$ cat src/rtl/tfifo_pkg.sv
// Shared constants and types for the threshold FIFO pair.
package tfifo_pkg;
    localparam int FIFO_DEPTH = 8;
    localparam int WORD_BYTES = 4;
    localparam int THR_W      = 3;
    localparam int WTHR_LSB   = 28;
    localparam int RTHR_LSB   = 24;
    localparam int STAT_W     = 12;

    // Status bit positions, decoded by the register neighbour.
    localparam int ST_W_OVF  = 11;
    localparam int ST_W_UNF  = 10;
    localparam int ST_R_OVF  = 9;
    localparam int ST_R_UNF  = 8;
    localparam int ST_W_FULL = 7;
    localparam int ST_W_EMPT = 6;
    localparam int ST_R_FULL = 5;
    localparam int ST_R_EMPT = 4;
    localparam int ST_W_RDY  = 3;
    localparam int ST_R_RDY  = 2;

    // What a ready flag compares against its threshold.
    typedef enum logic {
        FLAG_FILL  = 1'b0,
        FLAG_SPACE = 1'b1
    } flag_mode_e;
endpackage

$ cat src/rtl/tf_byte_fifo.sv
// Circular byte queue whose push width and pop width are both parameters.
// A push moves PUSH_W bytes, and only when that many bytes are free;
// otherwise it is dropped and the overflow flag is set.
// A pop removes up to POP_W bytes, as many as are stored.
// Pop data lanes at or above the fill level read as zero.
// A pop on an empty queue sets the underflow flag.
// Both flags are sticky until clear or reset.
// Assumes DEPTH is a power of two and is at least PUSH_W and POP_W.
module tf_byte_fifo #(
    parameter int DEPTH  = 8,
    parameter int PUSH_W = 4,
    parameter int POP_W  = 1,
    localparam int PTR_W = $clog2(DEPTH),
    localparam int CNT_W = PTR_W + 1
) (
    input  logic               clk,
    input  logic               rst_n,
    input  logic               clear,
    input  logic               push,
    input  logic [8*PUSH_W-1:0] push_data,
    input  logic               pop,
    output logic [8*POP_W-1:0] pop_data,
    output logic [CNT_W-1:0]   level,
    output logic               ovf,
    output logic               unf
);
    localparam logic [CNT_W-1:0] DEPTH_C = CNT_W'(DEPTH);
    localparam logic [CNT_W-1:0] PUSH_C  = CNT_W'(PUSH_W);
    localparam logic [CNT_W-1:0] POP_C   = CNT_W'(POP_W);

    logic [7:0]       mem [DEPTH];
    logic [PTR_W-1:0] rd_ptr, wr_ptr;
    logic [CNT_W-1:0] level_q, push_cnt, pop_cnt;
    logic             push_ok;

    // Decide what this cycle's push and pop actually move.
    always_comb begin
        push_ok  = push && ((DEPTH_C - level_q) >= PUSH_C);
        push_cnt = push_ok ? PUSH_C : '0;
        if (!pop)                  pop_cnt = '0;
        else if (level_q >= POP_C) pop_cnt = POP_C;
        else                       pop_cnt = level_q;
    end

    // Present the oldest bytes, zero beyond the fill level.
    for (genvar g = 0; g < POP_W; g++) begin : g_lane
        logic [PTR_W-1:0] idx;
        assign idx = rd_ptr + PTR_W'(g);
        assign pop_data[8*g +: 8] = (level_q > CNT_W'(g)) ? mem[idx] : 8'h00;
    end

    // Store accepted push bytes, lowest lane first.
    always_ff @(posedge clk) begin
        if (!clear && push_ok) begin
            for (int j = 0; j < PUSH_W; j++) begin
                mem[wr_ptr + PTR_W'(j)] <= push_data[8*j +: 8];
            end
        end
    end

    // Advance the pointers and the fill level.
    always_ff @(posedge clk) begin
        if (!rst_n || clear) begin
            rd_ptr  <= '0;
            wr_ptr  <= '0;
            level_q <= '0;
        end else begin
            rd_ptr  <= rd_ptr + pop_cnt[PTR_W-1:0];
            wr_ptr  <= wr_ptr + push_cnt[PTR_W-1:0];
            level_q <= level_q - pop_cnt + push_cnt;
        end
    end

    // Keep the sticky error flags.
    always_ff @(posedge clk) begin
        if (!rst_n || clear) begin
            ovf <= 1'b0;
            unf <= 1'b0;
        end else begin
            ovf <= ovf | (push && !push_ok);
            unf <= unf | (pop && (level_q == '0));
        end
    end

    assign level = level_q;
endmodule

$ cat src/rtl/tf_fifo_flags.sv
// Full, empty and ready flags for one queue.
// In FLAG_FILL mode, ready means the fill level exceeds the threshold.
// In FLAG_SPACE mode, ready means the free space exceeds the threshold.
// Assumes level never exceeds DEPTH.
module tf_fifo_flags #(
    parameter int DEPTH = 8,
    parameter int THR_W = 3,
    parameter tfifo_pkg::flag_mode_e MODE = tfifo_pkg::FLAG_FILL,
    localparam int CNT_W = $clog2(DEPTH) + 1
) (
    input  logic [CNT_W-1:0] level,
    input  logic [THR_W-1:0] thr,
    output logic             full,
    output logic             empty,
    output logic             ready
);
    localparam int CMP_W = CNT_W + THR_W;
    localparam logic [CNT_W-1:0] DEPTH_C = CNT_W'(DEPTH);

    logic [CNT_W-1:0] basis;

    // Pick the quantity the threshold is compared with.
    if (MODE == tfifo_pkg::FLAG_SPACE) begin : g_space
        assign basis = DEPTH_C - level;
    end else begin : g_fill
        assign basis = level;
    end

    // Derive the three flags.
    always_comb begin
        full  = (level == DEPTH_C);
        empty = (level == '0);
        ready = CMP_W'(basis) > CMP_W'(thr);
    end
endmodule

$ cat src/rtl/tf_flush_ctl.sv
// Self-clearing flush sequencer. A sampled request raises busy for the
// next cycle. The queues are cleared at the end of that cycle, so busy
// reads back low once the flush is done. Assumes the request is a pulse
// from a register write; a held request simply keeps flushing.
module tf_flush_ctl (
    input  logic clk,
    input  logic rst_n,
    input  logic flush_req,
    output logic busy
);
    // Register the request into the one-cycle busy window.
    always_ff @(posedge clk) begin
        if (!rst_n) busy <= 1'b0;
        else        busy <= flush_req;
    end
endmodule

$ cat src/rtl/thr_fifo_pair.sv
// Transmit and receive byte queues between a 32-bit host port and a byte
// wide shift engine. The transmit queue takes host words and gives bytes.
// The receive queue takes bytes and gives host words. Thresholds come from
// the configuration word; the status word collects the flags of both queues.
// Assumes a single clock domain for host and shift sides.
module thr_fifo_pair
    import tfifo_pkg::*;
(
    input  logic        clk,
    input  logic        rst_n,
    input  logic [31:0] cfg_word,
    input  logic        flush_req,
    input  logic        host_push,
    input  logic [31:0] host_wdata,
    input  logic        host_pop,
    output logic [31:0] host_rdata,
    input  logic        tx_pop,
    output logic [7:0]  tx_byte,
    input  logic        rx_push,
    input  logic [7:0]  rx_byte,
    output logic [11:0] status,
    output logic        flush_busy
);
    localparam int CNT_W = $clog2(FIFO_DEPTH) + 1;

    logic [THR_W-1:0] w_thr, r_thr;
    logic [CNT_W-1:0] w_level, r_level;
    logic w_ovf, w_unf, r_ovf, r_unf;
    logic w_full, w_empty, w_ready, r_full, r_empty, r_ready;
    logic clear;
    logic unused_cfg;

    // Decode the two threshold fields; the other bits are ignored.
    assign w_thr      = cfg_word[WTHR_LSB +: THR_W];
    assign r_thr      = cfg_word[RTHR_LSB +: THR_W];
    assign unused_cfg = ^{cfg_word[31], cfg_word[27], cfg_word[23:0]};

    tf_flush_ctl u_flush (
        .clk       (clk),
        .rst_n     (rst_n),
        .flush_req (flush_req),
        .busy      (clear)
    );

    tf_byte_fifo #(.DEPTH(FIFO_DEPTH), .PUSH_W(WORD_BYTES), .POP_W(1)) u_txq (
        .clk       (clk),
        .rst_n     (rst_n),
        .clear     (clear),
        .push      (host_push),
        .push_data (host_wdata),
        .pop       (tx_pop),
        .pop_data  (tx_byte),
        .level     (w_level),
        .ovf       (w_ovf),
        .unf       (w_unf)
    );

    tf_byte_fifo #(.DEPTH(FIFO_DEPTH), .PUSH_W(1), .POP_W(WORD_BYTES)) u_rxq (
        .clk       (clk),
        .rst_n     (rst_n),
        .clear     (clear),
        .push      (rx_push),
        .push_data (rx_byte),
        .pop       (host_pop),
        .pop_data  (host_rdata),
        .level     (r_level),
        .ovf       (r_ovf),
        .unf       (r_unf)
    );

    tf_fifo_flags #(.DEPTH(FIFO_DEPTH), .THR_W(THR_W), .MODE(FLAG_SPACE)) u_txflags (
        .level (w_level),
        .thr   (w_thr),
        .full  (w_full),
        .empty (w_empty),
        .ready (w_ready)
    );

    tf_fifo_flags #(.DEPTH(FIFO_DEPTH), .THR_W(THR_W), .MODE(FLAG_FILL)) u_rxflags (
        .level (r_level),
        .thr   (r_thr),
        .full  (r_full),
        .empty (r_empty),
        .ready (r_ready)
    );

    // Pack the status word in the neighbour's bit order.
    always_comb begin
        status            = '0;
        status[ST_W_OVF]  = w_ovf;
        status[ST_W_UNF]  = w_unf;
        status[ST_R_OVF]  = r_ovf;
        status[ST_R_UNF]  = r_unf;
        status[ST_W_FULL] = w_full;
        status[ST_W_EMPT] = w_empty;
        status[ST_R_FULL] = r_full;
        status[ST_R_EMPT] = r_empty;
        status[ST_W_RDY]  = w_ready;
        status[ST_R_RDY]  = r_ready;
    end

    assign flush_busy = clear;
endmodule

$ cat config.mk
export PLATFORM = sky130hd
export DESIGN_NAME = thr_fifo_pair
export DESIGN_NICKNAME = d
export VERILOG_FILES = /design/src/rtl/tfifo_pkg.sv /design/src/rtl/tf_byte_fifo.sv /design/src/rtl/tf_fifo_flags.sv /design/src/rtl/tf_flush_ctl.sv /design/src/rtl/thr_fifo_pair.sv
export SDC_FILE = /design/constraint.sdc
export NUM_CORES = 1
export LEC_CHECK = 0
export BUFFER_PORTS_ARGS = -buffer_cell sky130_fd_sc_hd__buf_2
export CAP_MARGIN = 25
export CORE_AREA = 2 2 133 135
export CTS_CLUSTER_SIZE = 40
export DETAILED_ROUTE_END_ITERATION = 12
export DIE_AREA = 0 0 135 137
export PLACE_DENSITY_LB_ADDON = 0.15
export SETUP_SLACK_MARGIN = 0.5
export SLEW_MARGIN = 20
export SYNTH_ARGS = -nofsm -noshare
export SYNTH_HDL_FRONTEND = slang
export SYNTH_HIERARCHICAL = 1
export SYNTH_SLANG_ARGS = --single-unit
$ cat constraint.sdc
create_clock -name clk -period 4.02 [get_ports clk]
set_input_delay 0.201 -clock clk [delete_from_list [all_inputs] [get_ports clk]]
set_output_delay 0.201 -clock clk [all_outputs]
set_load 0.01 [all_outputs]
==> results of run 1 <==
## per-layer routing
layer,GRT usage (%),vias to the layer above
met4,8.80,2
li1,-,2814
met2,37.6,214
met5,0,-
met1,27.3,2834
met3,4.26,42
## power groups by stage
stage / registers (uW) / clock network [uW] / logic (uW)
floorplan: 2020 / 0 / 1440
global route: 2070 / 1700 / 2170
detailed placement: 2080 / 0 / 1960
CTS: 2050 / 1620 / 1980
global placement: 2070 / 0 / 1910
finish: 2040 / 1590 / 1980
## cell type report
type | count | area share, %
clock inverter | 15 | 1.77
inverter | 54 | 2.09
timing repair buffer | 130 | 7.75
sequential | 151 | 44.4
clock buffer | 17 | 4.38
tap | 225 | 2.90
multi-input combinational | 457 | 36.7
## worst paths after layout
path                               endpoint                  startpoint  cells past startpoint  slack (ns)
setup / recovery              host_rdata[8]  u_rxq/rd_ptr[1]$_SDFF_PP0_                      7        0.71
hold / removal      u_flush/busy$_SDFF_PN0_                       rst_n                      2        0.02
setup reg to reg  u_txq/level[3]$_SDFF_PP0_   u_txq/level[3]$_SDFF_PP0_                      9        1.13
hold reg to reg        u_rxq/unf$_SDFF_PP0_        u_rxq/unf$_SDFF_PP0_                      2        0.46
## cells by family after synthesis
kind of cell / after synthesis / synth area share, %
mux: 96 / 14.3
buf+inv: 107 / 6.86
simple gates: 182 / 11.4
compound gates: 133 / 10.3
other cells: 2 / 0.0891
fa+ha+maj: 26 / 4.31
xor+xnor: 15 / 1.65
flops: 151 / 51.1
## stage by stage
stage	power, uW	worst slack, ns	instances	cell area, sq um
2_1_floorplan	3460	1.37	715	8440
3_3_place_gp	3980	1.19	1003	8970
3_5_place_dp	4040	1.13	1005	8990
4_1_cts	5650	0.707	1046	9680
5_1_grt	5940	0.516	1049	9710
6_report	5620	0.711	1049	9710
## placed cells by master (no fill, tap or decap), types with 3 or more instances in the layout
master and count:
mux2i_1 43, nor2b_1 24, a2111oi_0 6, mux2_2 36, xnor2_1 8, conb_1 5, nor2_1 34, o21ai_0 60
a211oi_1 10, ha_1 20, fa_1 5, buf_4 15, xor2_1 6, buf_6 3, edfxtp_1 128, nor3_2 3
o22ai_1 26, buf_2 103, clkinv_4 4, nor4_1 7, nor3_1 14, a221oi_1 8, nand2_1 50, dlygate4sd3_1 9
dfxtp_1 21, inv_1 53, a221o_1 8, inv_8 3, nand3_1 18, mux4_2 16, a21oi_1 7, clkbuf_16 17
and2_1 7, nor4_2 3, nand2b_1 8
## state kept, by name, summed over array words and instances, names as in the netlist
register      cells
u_flush/busy      1
u_txq/wr_ptr      1
u_rxq/unf         1
u_txq/ovf         1
u_txq/level       4
u_rxq/level       4
u_rxq/wr_ptr      3
u_rxq/ovf         1
u_txq/rd_ptr      3
u_rxq/mem        64
u_txq/unf         1
u_rxq/rd_ptr      3
u_txq/mem        64
==> impl_metrics.py, run 1 <==
metrics = {
    "synthesis": {
        "netlist.area_leader.share_pct": 45.6,
        "async_flop_share_pct": 0,
        "ys_seq_elements": 151,
        "synth_cell_types": 54,
        "synth_edf_count": 128,
        "synth.most_common_cell": "edfxtp_1",
        "syn_inst": 712,
        "synth_top_area_cell": "edfxtp_1",
        "synth-main-ff-cell": "edfxtp_1",
        "ys_warn_count": 6,
        "syn_avg_cell_area_sq_um": 11.8,
        "ys_seq_area_share_pct": 51.1,
        "synth_area_leaders": "edfxtp_1 46%, dfxtp_1 5.5%, mux2i_1 5.1%, mux2_2 4.8%, mux4_2 4.3%",
        "netlist_top_cells_count": "128 x edfxtp_1, 60 x o21ai_0, 53 x inv_1, 50 x nand2_1, 43 x mux2i_1",
        "synth_area_sq_um": 8420,
    },
    "placement": {
        "gp_congestion": 0.865,
        "place_hpwl_microns": 13500,
        "numPortBuffers": 103,
    },
    "grt": {
        "grt_max_degree": 61,
        "grt_pass1_vias": 5749,
        "antenna_found_initial": 1,
        "overflow": 0,
        "grt_pass1_wl_microns": 30400,
        "track_usage_pct": 21.9,
    },
    "power_and_ir_drop": {
        "internal_power_uw": 3650,
        "power_frac_clock_pct": 28.3,
        "power_switching_uw": 1970,
        "irDropWorstVdd_mv": 0.304,
        "p_per_area_nw_per_um2": 579,
        "pwr-share-seq_pct": 36.4,
        "p_leak_uw": 0.00372,
        "p_sw_share_pct": 35.0,
        "p_comb_share_pct": 35.3,
    },
    "clock_network": {
        "cts.sinks": 151,
        "cts_buffers": 17,
        "clock_path_buffers": 2,
        "post_cts_buffers": 0,
        "cts_hold_buf": 9,
        "clk_pin_slew_ns": 0.06,
        "worstSkewPairLatency_ns": 0.43,
        "cts_tree": "yes",
        "ctsHtreeMaxLevel": 4,
        "ctsResizeCount": 0,
        "root_buffer": "clkbuf_16",
    },
    "sta": {
        "fin_setup_tns_ns": 0,
        "holdWs_ns": 0.0244,
        "finalCritPeriodShare_pct": 82.3,
        "finalSetupViolations": 0,
        "slew_headroom_pct": 28.1,
        "finalHoldViolations": 0,
        "fmax_ghz": 0.302,
        "skew_ns": 0.00798,
        "rsz0062_at_grt": "false",
        "tightest_slew_ns": 1.07,
        "timing.final.crit_period_ns": 3.31,
        "maxSlewViolCount": 0,
    },
    "worst_setup_path": {
        "crit_family": "adder cells",
        "crit_fanout": 40,
        "crit_path_top_delay_cell": "ha_2",
        "cp_num_buf_inv": 3,
        "critPathArrivalTime_ns": 3.11,
        "critPathMaxStageDelay_ns": 0.91,
        "crit_required_ns": 3.82,
        "path_cells": "inv_1, ha_2, buf_4, mux4_2, nand3_1, nand2_1, buf_2",
        "cp-end-kind": "output port",
        "worstSetupPathType": "register to output port",
        "startpoint_type": "register",
    },
    "floorplanning": {
        "fp.dieArea_sq_um": 18500,
        "rows": 48,
        "start_util_pct": 49.4,
        "die_w_microns": 135,
        "ios": 132,
        "die_h_microns": 137,
        "core_sq_um": 17100,
    },
    "detailed_routing": {
        "route.detailed.drc": 0,
        "route.met2.wl_microns": 9850,
        "ant_nets": 0,
        "highest_layer": "met5",
        "drtIter0Drc": 363,
        "dr.pass1.iters": 5,
        "viasPerCell": 5.63,
        "wirelength_microns": 19400,
        "vias": 5906,
        "met1Wirelength_microns": 7870,
        "route.met3.wl_microns": 1220,
        "routedWlPerCell_microns": 18.5,
    },
    "finish": {
        "multi_input_area_sq_um": 3570,
        "utilization_pct": 56.9,
        "nNetsFinal": 916,
        "seqCellArea_sq_um": 4310,
        "syn_to_final_growth_pct": 15.2,
        "drive_above_1_share_pct": 27.7,
        "n_fill_cell": 1483,
        "n_antenna_cell": 0,
    },
    "status": {
        "status": "complete, no violations",
    },
    "worst_hold_path": {
        "hold_class": "primary input to register",
    },
    "flow_run": {
        "cap_viol_max_count": 0,
    },
}
Power figures use the tool's default switching activity.
==> run 2: changes to the inputs <==
==> constraint.sdc (replaced) <==
create_clock -name clk -period 3.1 [get_ports clk]
set_input_delay 0.155 -clock clk [delete_from_list [all_inputs] [get_ports clk]]
set_output_delay 0.155 -clock clk [all_outputs]
set_load 0.01 [all_outputs]
==> impl_metrics.py, run 2 (synthesis gave the netlist of run 1 again) <==
metrics = {
    "power_and_ir_drop": {
        "p_sw_share_pct": 34.2,
        "irDropWorstVdd_mv": 0.448,
        "p_leak_uw": 0.00387,
        "p_per_area_nw_per_um2": 734,
        "power_switching_uw": 2520,
        "p_comb_share_pct": 37.1,
        "internal_power_uw": 4840,
        "power_frac_clock_pct": 26.8,
        "pwr-share-seq_pct": 36.1,
    },
    "finish": {
        "n_antenna_cell": 0,
        "final_cell_mix": "128 x edfxtp_1, 103 x buf_2, 60 x o21ai_0",
        "drive_above_1_share_pct": 29.6,
        "nNetsFinal": 941,
        "syn_to_final_growth_pct": 19.0,
        "reg.largest.list": "u_rxq/mem (64), u_txq/mem (64)",
        "layout.cells.most_common": "edfxtp_1",
        "n_fill_cell": 1426,
    },
    "clock_network": {
        "ctsHtreeMaxLevel": 4,
        "worstSkewPairLatency_ns": 0.42,
        "clock_path_buffers": 2,
        "cts_tree": "yes",
        "cts_buffers": 17,
        "clk_pin_slew_ns": 0.06,
        "root_buffer": "clkbuf_16",
        "cts.sinks": 151,
    },
    "grt": {
        "grt_pass1_wl_microns": 31200,
        "track_usage_pct": 22.6,
        "overflow": 0,
        "grt_max_degree": 33,
        "grt_pass1_vias": 6136,
        "antenna_found_initial": 0,
    },
    "detailed_routing": {
        "dr.pass1.iters": 5,
        "drtIter0Drc": 376,
        "vias": 6161,
        "route.detailed.drc": 0,
        "wirelength_microns": 20100,
        "ant_nets": 0,
        "viasPerCell": 5.74,
        "routedWlPerCell_microns": 18.7,
    },
    "sta": {
        "timing.final.crit_period_ns": 2.57,
        "skew_ns": 0.00661,
        "finalCritPeriodShare_pct": 83.0,
        "rsz0062_at_grt": "true",
        "holdWs_ns": 0.0212,
        "fmax_ghz": 0.389,
        "finalHoldViolations": 0,
        "slew_headroom_pct": 41.2,
        "fin_setup_tns_ns": 0,
        "tightest_slew_ns": 0.880,
        "maxSlewViolCount": 0,
        "finalSetupViolations": 0,
    },
    "worst_setup_path": {
        "startpoint_type": "register",
        "crit_required_ns": 2.94,
        "reg2reg_depth": 9,
        "critPathArrivalTime_ns": 2.42,
        "timing.rr.end": "u_txq/level[3]$_SDFF_PP0_",
        "cp-end-kind": "output port",
        "reg2reg_setup_slack_ns": 0.53,
        "worstSetupPathType": "register to output port",
        "cp-startpoint": "u_rxq/rd_ptr[1]$_SDFF_PP0_",
        "crit_fanout": 16,
        "reg2reg_from": "u_txq/level[2]$_SDFF_PP0_",
    },
    "floorplanning": {
        "core_sq_um": 17100,
        "die_h_microns": 137,
        "start_util_pct": 49.4,
        "ios": 132,
        "die_w_microns": 135,
        "rows": 48,
        "fp.dieArea_sq_um": 18500,
    },
    "placement": {
        "place_hpwl_microns": 13500,
        "gp_congestion": 0.865,
        "numPortBuffers": 103,
    },
    "worst_hold_path": {
        "worst_hold_path.num_cells": 1,
        "hold_end": "u_rxq/mem[1][6]$_DFFE_PP_",
        "hp-start": "rx_byte[6]",
        "hold_class": "primary input to register",
    },
    "flow_run": {
        "cap_viol_max_count": 0,
    },
    "status": {
        "status": "complete, no violations",
    },
}
==> run 2: cell count changes in the layout (fill, tap and decap cells not counted), sizes merged <==
cell	previous run	this run
clkbuf	17	18
clkinv	6	7
buf	121	132
bufbuf	0	2
dlygate4sd3	9	20
inv	59	58
==> run 2: layout make-up <==
cell class                 instances  area (sq um)  share of cell area [%]
sequential                       151          4320                    43.1
multi-input combinational        457          3600                    35.9
inverter                          54           203                    2.02
clock buffer                      17           425                    4.24
clock inverter                    15           148                    1.47
timing repair buffer             155          1050                    10.5
tap                              225           282                    2.81
==> run 2: stage by stage <==
| stage | util (%) | setup slack [ns] | instance area, sq um | std cells | total power [uW] |
|---|---|---|---|---|---|
| final | 58.8 | 0.527 | 10000 | 1074 | 7350 |
| after global routing | 58.8 | 0.424 | 10000 | 1074 | 7760 |
| after CTS | 58.3 | 0.504 | 9950 | 1070 | 7350 |
| after detailed placement | 53.2 | 0.407 | 9070 | 1014 | 5270 |
| after global placement | 53.2 | 0.444 | 9070 | 1014 | 5190 |
| after floorplan | - | 0.531 | 8440 | 715 | 4500 |
==> run 2: timing repair <==
item	CTS	global route
gates cloned	2	1
gates resized for setup	7	6
buffers inserted	2	3
pin swaps	2	5
setup endpoints to repair	14	16
hold buffers	20	0
endpoints found under the hold margin	70	0
==> run 2: how the worst max path moves through the flow <==
| stage | end | depth (start not counted) |
|---|---|---|
| 3_5_place_dp | u_txq/level[3]$_SDFF_PP0_ | 9 |
| 2_1_floorplan | u_txq/level[3]$_SDFF_PP0_ | 10 |
| 5_1_grt | u_txq/level[3]$_SDFF_PP0_ | 9 |
| 6_report | host_rdata[27] | 7 |
| 3_3_place_gp | u_txq/level[3]$_SDFF_PP0_ | 9 |
| 4_1_cts | u_txq/level[3]$_SDFF_PP0_ | 9 |
==> run 2: layer usage <==
layer / track usage, % / routed length [microns]
met2: 40.5 / 10300
met5: 0 / 0
met3: 4.85 / 1390
met4: 10.8 / 726
met1: 25.8 / 7690
==> run 2: power groups by stage <==
stage               Clock [uW]  Sequential (uW)  Combinational [uW]
global placement             0             2670                2510
CTS                       2000             2650                2690
detailed placement           0             2690                2580
floorplan                    0             2620                1870
finish                    1970             2650                2730
global route              2110             2680                2980
==> run 2: worst max-delay path, stage by stage, from the launching register on <==
cell and delay, ns:
dfxtp_2 0.39, inv_2 0.09, ha_4 0.29, bufbuf_16 0.31, mux2_2 0.24, o22ai_1 0.09, nor4_2 0.40, buf_2 0.20
